==> src/rtl/spi_word_master.sv <==
`timescale 1ns/1ps
module spi_word_master #(
  parameter int NUM_CS = 8,
  parameter int ADDR_W = 3,
  parameter int DIV_W  = 5
) (
  input  logic        clk,
  input  logic        rst_n,
  input  logic [ADDR_W-1:0] bus_addr,
  input  logic        bus_wr,
  input  logic        bus_rd,
  input  logic [31:0] bus_wdata,
  output logic [31:0] bus_rdata,
  input  logic        miso,
  output logic        sclk,
  output logic        mosi,
  output logic [NUM_CS-1:0] cs_n
);
  localparam int WMAX   = 16;
  localparam int ECNT_W = $clog2(2*WMAX+1);
  localparam logic [ADDR_W-1:0] A_CTRL   = ADDR_W'(0);
  localparam logic [ADDR_W-1:0] A_CFG    = ADDR_W'(1);
  localparam logic [ADDR_W-1:0] A_TXD    = ADDR_W'(2);
  localparam logic [ADDR_W-1:0] A_RXD    = ADDR_W'(3);
  localparam logic [ADDR_W-1:0] A_CAUSE  = ADDR_W'(4);
  localparam logic [ADDR_W-1:0] A_TIMING = ADDR_W'(6);

  logic             cs_act;
  logic [2:0]       cs_idx;
  logic [DIV_W-1:0] div;
  logic             wide, cpol, cpha;
  logic [1:0]       smp_sel;
  logic [15:0]      txd_r, rxd_r;
  logic             cause;

  logic              busy, wide_l, sclk_r, smp_pend;
  logic [DIV_W-1:0]  hcnt;
  logic [ECNT_W-1:0] ecnt;
  logic [15:0]       tx_sh, rx_sh;

  logic wr_ctrl, wr_cfg, wr_txd, wr_cause, wr_timing, launch;
  assign wr_ctrl   = bus_wr && bus_addr == A_CTRL;
  assign wr_cfg    = bus_wr && bus_addr == A_CFG;
  assign wr_txd    = bus_wr && bus_addr == A_TXD;
  assign wr_cause  = bus_wr && bus_addr == A_CAUSE;
  assign wr_timing = bus_wr && bus_addr == A_TIMING;
  assign launch    = wr_txd && !busy;

  logic [ECNT_W-1:0] last_edge;
  logic tick, sample_ev, shift_ev, delayed, finish;
  assign last_edge = wide_l ? ECNT_W'(32) : ECNT_W'(16);
  assign tick      = busy && (ecnt != last_edge) && (hcnt == div);
  assign sample_ev = tick && (ecnt[0] == cpha);
  assign shift_ev  = tick && (cpha ? (!ecnt[0] && ecnt != '0) : ecnt[0]);
  assign delayed   = smp_sel == 2'd2;
  assign finish    = busy && (ecnt == last_edge) && !smp_pend;

  always_ff @(posedge clk or negedge rst_n) begin
    if (!rst_n) begin
      cs_act  <= 1'b0;
      cs_idx  <= '0;
      div     <= '0;
      wide    <= 1'b0;
      cpol    <= 1'b0;
      cpha    <= 1'b0;
      smp_sel <= 2'd1;
    end else begin
      if (wr_ctrl) begin
        cs_act <= bus_wdata[0];
        cs_idx <= bus_wdata[4:2];
      end
      if (wr_cfg) begin
        div  <= bus_wdata[DIV_W-1:0];
        wide <= bus_wdata[5];
        cpol <= bus_wdata[11];
        cpha <= bus_wdata[12];
      end
      if (wr_timing) smp_sel <= bus_wdata[7:6];
    end
  end

  always_ff @(posedge clk or negedge rst_n) begin
    if (!rst_n) begin
      busy     <= 1'b0;
      wide_l   <= 1'b0;
      sclk_r   <= 1'b0;
      smp_pend <= 1'b0;
      hcnt     <= '0;
      ecnt     <= '0;
      tx_sh    <= '0;
      rx_sh    <= '0;
      txd_r    <= '0;
      rxd_r    <= '0;
      cause    <= 1'b0;
    end else begin
      if (launch) begin
        busy     <= 1'b1;
        wide_l   <= wide;
        txd_r    <= wide ? bus_wdata[15:0] : {8'h00, bus_wdata[7:0]};
        tx_sh    <= wide ? bus_wdata[15:0] : {bus_wdata[7:0], 8'h00};
        rx_sh    <= '0;
        ecnt     <= '0;
        hcnt     <= '0;
        smp_pend <= 1'b0;
      end else if (busy) begin
        if (finish) begin
          busy <= 1'b0;
        end else begin
          if (tick) hcnt <= '0;
          else if (ecnt != last_edge) hcnt <= hcnt + 1'b1;
          if (tick) begin
            sclk_r <= ~sclk_r;
            ecnt   <= ecnt + 1'b1;
          end
          if (shift_ev) tx_sh <= {tx_sh[14:0], 1'b0};
          if (smp_pend || (sample_ev && !delayed)) rx_sh <= {rx_sh[14:0], miso};
          smp_pend <= sample_ev && delayed;
        end
      end else begin
        sclk_r <= cpol;
      end

      if (finish) begin
        cause <= 1'b1;
        rxd_r <= wide_l ? rx_sh : {8'h00, rx_sh[7:0]};
      end else if (wr_cause && !bus_wdata[0]) begin
        cause <= 1'b0;
      end
    end
  end

  assign sclk = sclk_r;
  assign mosi = busy & tx_sh[15];

  for (genvar i = 0; i < NUM_CS; i++) begin : g_cs
    assign cs_n[i] = !(cs_act && cs_idx == 3'(i));
  end

  always_comb begin
    bus_rdata = '0;
    if (bus_rd) begin
      case (bus_addr)
        A_CTRL:   begin bus_rdata[4:2] = cs_idx; bus_rdata[0] = cs_act; end
        A_CFG:    begin
          bus_rdata[DIV_W-1:0] = div;
          bus_rdata[5]  = wide;
          bus_rdata[11] = cpol;
          bus_rdata[12] = cpha;
        end
        A_TXD:    bus_rdata[15:0] = txd_r;
        A_RXD:    bus_rdata[15:0] = rxd_r;
        A_CAUSE:  bus_rdata[0] = cause;
        A_TIMING: bus_rdata[7:6] = smp_sel;
        default:  bus_rdata = '0;
      endcase
    end
  end

  logic unused_wdata;
  assign unused_wdata = ^{bus_wdata[31:13], bus_wdata[10:8], bus_wdata[1]};
endmodule

==> config.mk <==
export PLATFORM = sky130hd
export DESIGN_NAME = spi_word_master
export DESIGN_NICKNAME = d
export VERILOG_FILES = /design/src/rtl/spi_word_master.sv
export SDC_FILE = /design/constraint.sdc
export NUM_CORES = 1
export LEC_CHECK = 0
export BUFFER_PORTS_ARGS = -buffer_cell sky130_fd_sc_hd__buf_2
export CORE_AREA = 2 2 108 110
export DETAILED_ROUTE_END_ITERATION = 7
export DIE_AREA = 0 0 110 112
export PLACE_DENSITY = 0.75
export SETUP_SLACK_MARGIN = 0.3
export SLEW_MARGIN = 40
export SYNTH_ARGS = -nofsm -noshare
export SYNTH_HDL_FRONTEND = slang
export SYNTH_SLANG_ARGS = --single-unit
export TNS_END_PERCENT = 100
==> constraint.sdc <==
create_clock -name clk -period 2.4 [get_ports clk]
set_input_delay 0.12 -clock clk [delete_from_list [all_inputs] [get_ports clk]]
set_output_delay 0.12 -clock clk [all_outputs]
set_load 0.05 [all_outputs]
* After elaboration in Yosys (flattened, before gate mapping)
Cells that the tools add are included.
** Word-level totals
- Output and inout port bits :: 42
- Logic and storage cells :: 138
- Register bits after elaboration :: 94
- Input port bits :: 40
** Operators by class
- Muxes and demuxes :: 42
- Reduce and logical (&&, ||, !) cells :: 53
- Eq/ne operators :: 20
- Add/subtract/negate cells :: 2
- Bitwise gates (word level) :: 3
** Operators with widths (number)
- 16-bit two-way mux :: 12
- 6-bit two-way mux :: 5
- 5-bit two-way mux :: 5
- 1-bit logical AND :: 24
- 3-bit equality test, second input constant :: 6
- 3-bit AND reduction :: 5
- 1-bit zero test :: 13
- 3-bit by 2-bit equality test with 1-bit output, second input constant :: 4
- 1-bit two-way mux :: 12
- 2-bit case mux with 3 select lines :: 2
- 3-bit case mux with 2 select lines :: 2
- 3-bit case mux with 4 select lines :: 1
- 2-bit nonzero test :: 5
- 6-bit by 1-bit adder with 6-bit output, second input constant :: 1
- 3-bit by 1-bit equality test with 1-bit output, second input constant :: 2
- 6-bit equality test :: 1
- 3-bit zero test :: 2
- 6-bit inequality test :: 1
- 1-bit case mux with 3 select lines :: 2
- 6-bit nonzero test :: 1
- 5-bit by 1-bit adder with 5-bit output, second input constant :: 1
- 5-bit equality test :: 1
- 1-bit case mux with 5 select lines :: 1
- 2-bit inequality test, second input constant :: 2
- 8 further kinds :: 9

* Logic depth before layout (Yosys ltp)
- Depth in word-level cells :: 11
- Depth in mapped cells :: 9

* Worst setup path after synthesis
Ideal clock, no wire load.
- Path kind :: reg-to-reg
- Start point :: reg ecnt[0]
- End point :: reg rxd_r[5]
- Cell stages (with the launch flop) :: 9
- Data required time :: 2.275 ns
- Period minus slack after synthesis :: 2.096 ns
- Data arrival time :: 1.971 ns
- Buffers on the path :: 2
- Setup time :: 0.125 ns
- Setup slack :: 0.304 ns
- Path through :: dfrtp_1 > inv_1 > ha_1 > or3b_1 > o21ba_4 > buf_6 > nand3_4 > buf_6 > mux2_4
** On the way
- Cells in the longest elaborated chain, start to end :: 3
** Ends and longest elaborated chain
- start: declaration :: line 38 : logic [ECNT_W-1:0] ecnt;
- start signal: assignment :: line 113 : ecnt <= ecnt + 1'b1;
- 6-bit equality test :: line 56 : assign finish = busy && (ecnt == last_edge) && !smp_pend;
- 1-bit logical AND (2 in series) :: line 56
- end signal: assignment :: line 125 : rxd_r <= wide_l ? rx_sh : {8'h00, rx_sh[7:0]};
- end: declaration :: line 33 : logic [15:0] txd_r, rxd_r;
Every way passes these cells.
A chain may end at the register's enable or synchronous reset.

* Worst setup path after layout
- Start point :: reg ecnt[1]
- End point :: reg hcnt[4]
** On the way
- Cells in the longest elaborated chain, start to end :: 7
- Elaborated cells on any way between the ends :: 13
- Those cells by class :: 3 x eq/ne; 4 x mux; 6 x reduce/logical
** Ends and longest elaborated chain
- 6-bit inequality test :: line 52, 110
- 1-bit logical AND (2 in series) :: line 52 : assign tick = busy && (ecnt != last_edge) && (hcnt == div);
- 5-bit two-way mux :: line 109 : if (tick) hcnt <= '0;
- 5-bit two-way mux :: line 106 : if (finish) begin
- 5-bit two-way mux :: line 105 : end else if (busy) begin
- 5-bit two-way mux :: line 96 : if (launch) begin
- end signal: assignment :: line 110 : else if (ecnt != last_edge) hcnt <= hcnt + 1'b1;
- end: declaration :: line 37 : logic [DIV_W-1:0] hcnt;
Several ways; a longest one is shown, not always the timed one. The select of a mux whose other input is x is not followed.

==> out/results.ini <==
[outcome]
status = completed

[final_layout]
diodes = 0
drive_gt1_share_pct = 24.8
multi_input_area_um2 = 2410
ff_latch_area_um2 = 2350
fin_nets = 594
fillers = 977
area_growth_pct = 17.9
fin_util_pct = 51.6
finalNonFillerCells = 699

[critical_path]
setup.worst_path.end_class = flop
regToRegStartpoint = ecnt[1]$_DFFE_PN0P_
critPathKind = reg -> reg
r2r-end = hcnt[4]$_DFFE_PN0P_
worstPathMaxFanout = 7
rrSetupSlack_ns = 0.31
r2r_cells = 9
critPathRequiredTime_ns = 2.67
cp.arrival_ns = 2.36
start_kind = flop

[global_routing]
grt_pass1_wl_um = 19600
overflow = 0
grt_usage_pct = 20.8
grt_max_degree = 61
antenna_found_initial = 0
grt_pass1_vias = 3748

[logic_synthesis]
synth_common_cells = 93 x dfrtp_1, 87 x nand2_1, 40 x nand3_1, 33 x o21ai_0, 27 x a21oi_1
synth_most_common_cell = dfrtp_1
yosysTopAreaCell = dfrtp_1
yosysUniqueCellTypes = 57
yosys_warnings = 0
synth_area_um2 = 4890
yosys-top-cells-area = dfrtp_1 48%, nand2_1 6.7%, mux2_2 5.1%
yosys.area.top_type_share_pct = 47.6
yosysSeqAreaShare_pct = 48.2
async_flop_share_pct = 100
syn-mean-instance-area_um2 = 9.79
ys.flop_type = dfrtp_1
synth-edff-count = 0
ys_seq_elements = 94
syn_inst = 499

[sta]
hold_viol = 0
holdWs_ns = 0.0350
finalClockSkew_ns = 0.00867
setup_slack_ns = 0.311
maxSlewHeadroom_pct = 51.8
slew_violations = 0
min_period_over_period_pct = 87.0
tightest_slew_ns = 0.721
fmax_ghz = 0.479
period_needed_ns = 2.09
fin_tns_setup_ns = 0
grt_setup_unrepaired = yes
setup_violations = 0

[clock_network]
root_buffer = clkbuf_16
numCtsBuffers = 9
clk-insertion-delay-late_ns = 0.35
h-tree-depth = 3
cts.clk_slew.worst_paths_ns = 0.07
cts_tree = built
cts.sinks = 94
clock_path_buffers = 2

[die]
die_x_um = 110
row_count = 39
start_util_pct = 43.7
io_pins = 82
core_um2 = 11200
dieHeight_um = 112
fp.dieArea_um2 = 12300

[worst_hold_path]
timing.hold.worst_path_depth = 3
holdCritStartpoint = miso
min_to = rx_sh[0]$_DFFE_PN0P_
hold_class = in -> reg

[detailed_routing]
drtIter0Drc = 338
wl_met3_um = 840
drc_errors = 0
drt_first_pass_iters = 5
wl_per_cell_um = 17.9
wl_met1_um = 5420
vias = 4009
via_per_inst = 5.74
wl_met2_um = 6020
routed_wl_um = 12500
drtAntennaViolNets = 0
top_layer_used = met4

[place]
routabilityCongestion = 0.926
dp_hpwl_um = 8280
pre_cts_ws_ns = 0.0931
portBuffers = 49
post-place-cells = 674

[flow_run]
maxCapViolations = 0

[power]
peakVddDrop_v = 0.000431
p_leak_nw = 2.55
p_per_area_nw_per_um2 = 1120

-- sequential cells by signal, summed over array words and instances, names as in the netlist, 2 cells and up --
register,count
ecnt,6
rx_sh,16
hcnt,5
txd_r,16
tx_sh,16
smp_sel,2
div,5
rxd_r,16
cs_idx,3
-- metrics by stage --
stage	total power, mW	area (um2)
floorplan	4.11	4940
global placement	4.60	5270
detailed placement	4.73	5270
CTS	6.28	5660
global route	6.79	5760
finish	6.44	5760
-- worst max path at each step --
stage                        start                   end  slack (ns)  depth (start not counted)
4_1_cts        ecnt[1]$_DFFE_PN0P_  tx_sh[4]$_DFFE_PN0P_        0.30                          9
5_1_grt        ecnt[0]$_DFFE_PN0P_   ecnt[5]$_DFFE_PN0P_        0.23                          7
2_1_floorplan  ecnt[0]$_DFFE_PN0P_  rxd_r[5]$_DFFE_PN0N_        0.30                          8
3_5_place_dp   ecnt[1]$_DFFE_PN0P_  rxd_r[7]$_DFFE_PN0N_        0.09                          7
6_report       ecnt[1]$_DFFE_PN0P_   hcnt[4]$_DFFE_PN0P_        0.31                          9
3_3_place_gp   ecnt[1]$_DFFE_PN0P_   ecnt[5]$_DFFE_PN0P_         0.1                          7
-- power breakdown --
part / internal, mW / switching, mW / total [mW]
Combinational: 0.969 / 1.32 / 2.29
Sequential: 2.18 / 0.497 / 2.67
Clock: 0.847 / 0.623 / 1.47
Total: 3.99 / 2.45 / 6.44
-- kinds of logic (layout without fill, tap and decap cells) --
| kind of cell | count (synthesis) | count (layout) | share of synthesized area, % |
|---|---|---|---|
| AOI/OAI and AO/OA | 97 | 98 | 12.3 |
| buffers and inverters | 54 | 93 | 6.07 |
| other | 1 | 16 | 0.0767 |
| muxes | 53 | 53 | 12.7 |
| xor gates and xnor gates | 7 | 7 | 1.25 |
| and+or+nand+nor | 190 | 192 | 18.7 |
| DFF | 94 | 94 | 48.2 |
| adders and majority gates | 3 | 3 | 0.768 |
-- worst max-delay path: stages, from the launching register on --
cell       delay (ns)
dfrtp_1          0.38
inv_2            0.06
ha_1             0.17
or3b_4           0.24
o21ba_4          0.18
buf_4            0.14
clkbuf_16        0.15
a2bb2oi_2        0.17
or3_1            0.37
a21oi_1          0.16
-- area by class of cell --
cell class	count	share of cell area (%)
clock buffers	12	4.28
clock inverters	4	0.955
repair buffers	70	8.60
well taps	143	3.10
multi-input cells	369	41.8
flip-flops and latches	94	40.8
inverters	7	0.456
-- per-layer routing --
metal	global-route usage, %	vias to the layer above
met5	0	-
met4	8.19	0
met3	3.10	22
met2	32.6	174
met1	28.8	1989
li1	-	1824
-- cells in the final DEF, fill, tap and decap left out, types with 5 or more instances in the layout --
cell type  count
buf_2         48
a21oi_1       27
conb_1        16
nand4_1        6
mux2i_1       24
mux2_2        22
nor2b_1       13
o21ai_1        8
inv_1          5
dfrtp_1       93
nor2_1        21
nand2_1       87
clkbuf_16     10
o21ai_0       31
nand3_1       40
buf_12         5
buf_4         13
-- what timing repair did --
| action | 4_1_cts | 5_1_grt |
|---|---|---|
| pin swaps | 3 | 3 |
| setup endpoints to repair | 47 | 52 |
| setup buffers | 1 | 3 |
| resized for setup | 7 | 11 |
| endpoints found under the hold margin | 34 | 0 |
| gates cloned | 2 | 2 |
| hold buffers | 1 | 0 |
Note: power is estimated with default switching activity, not from simulation.
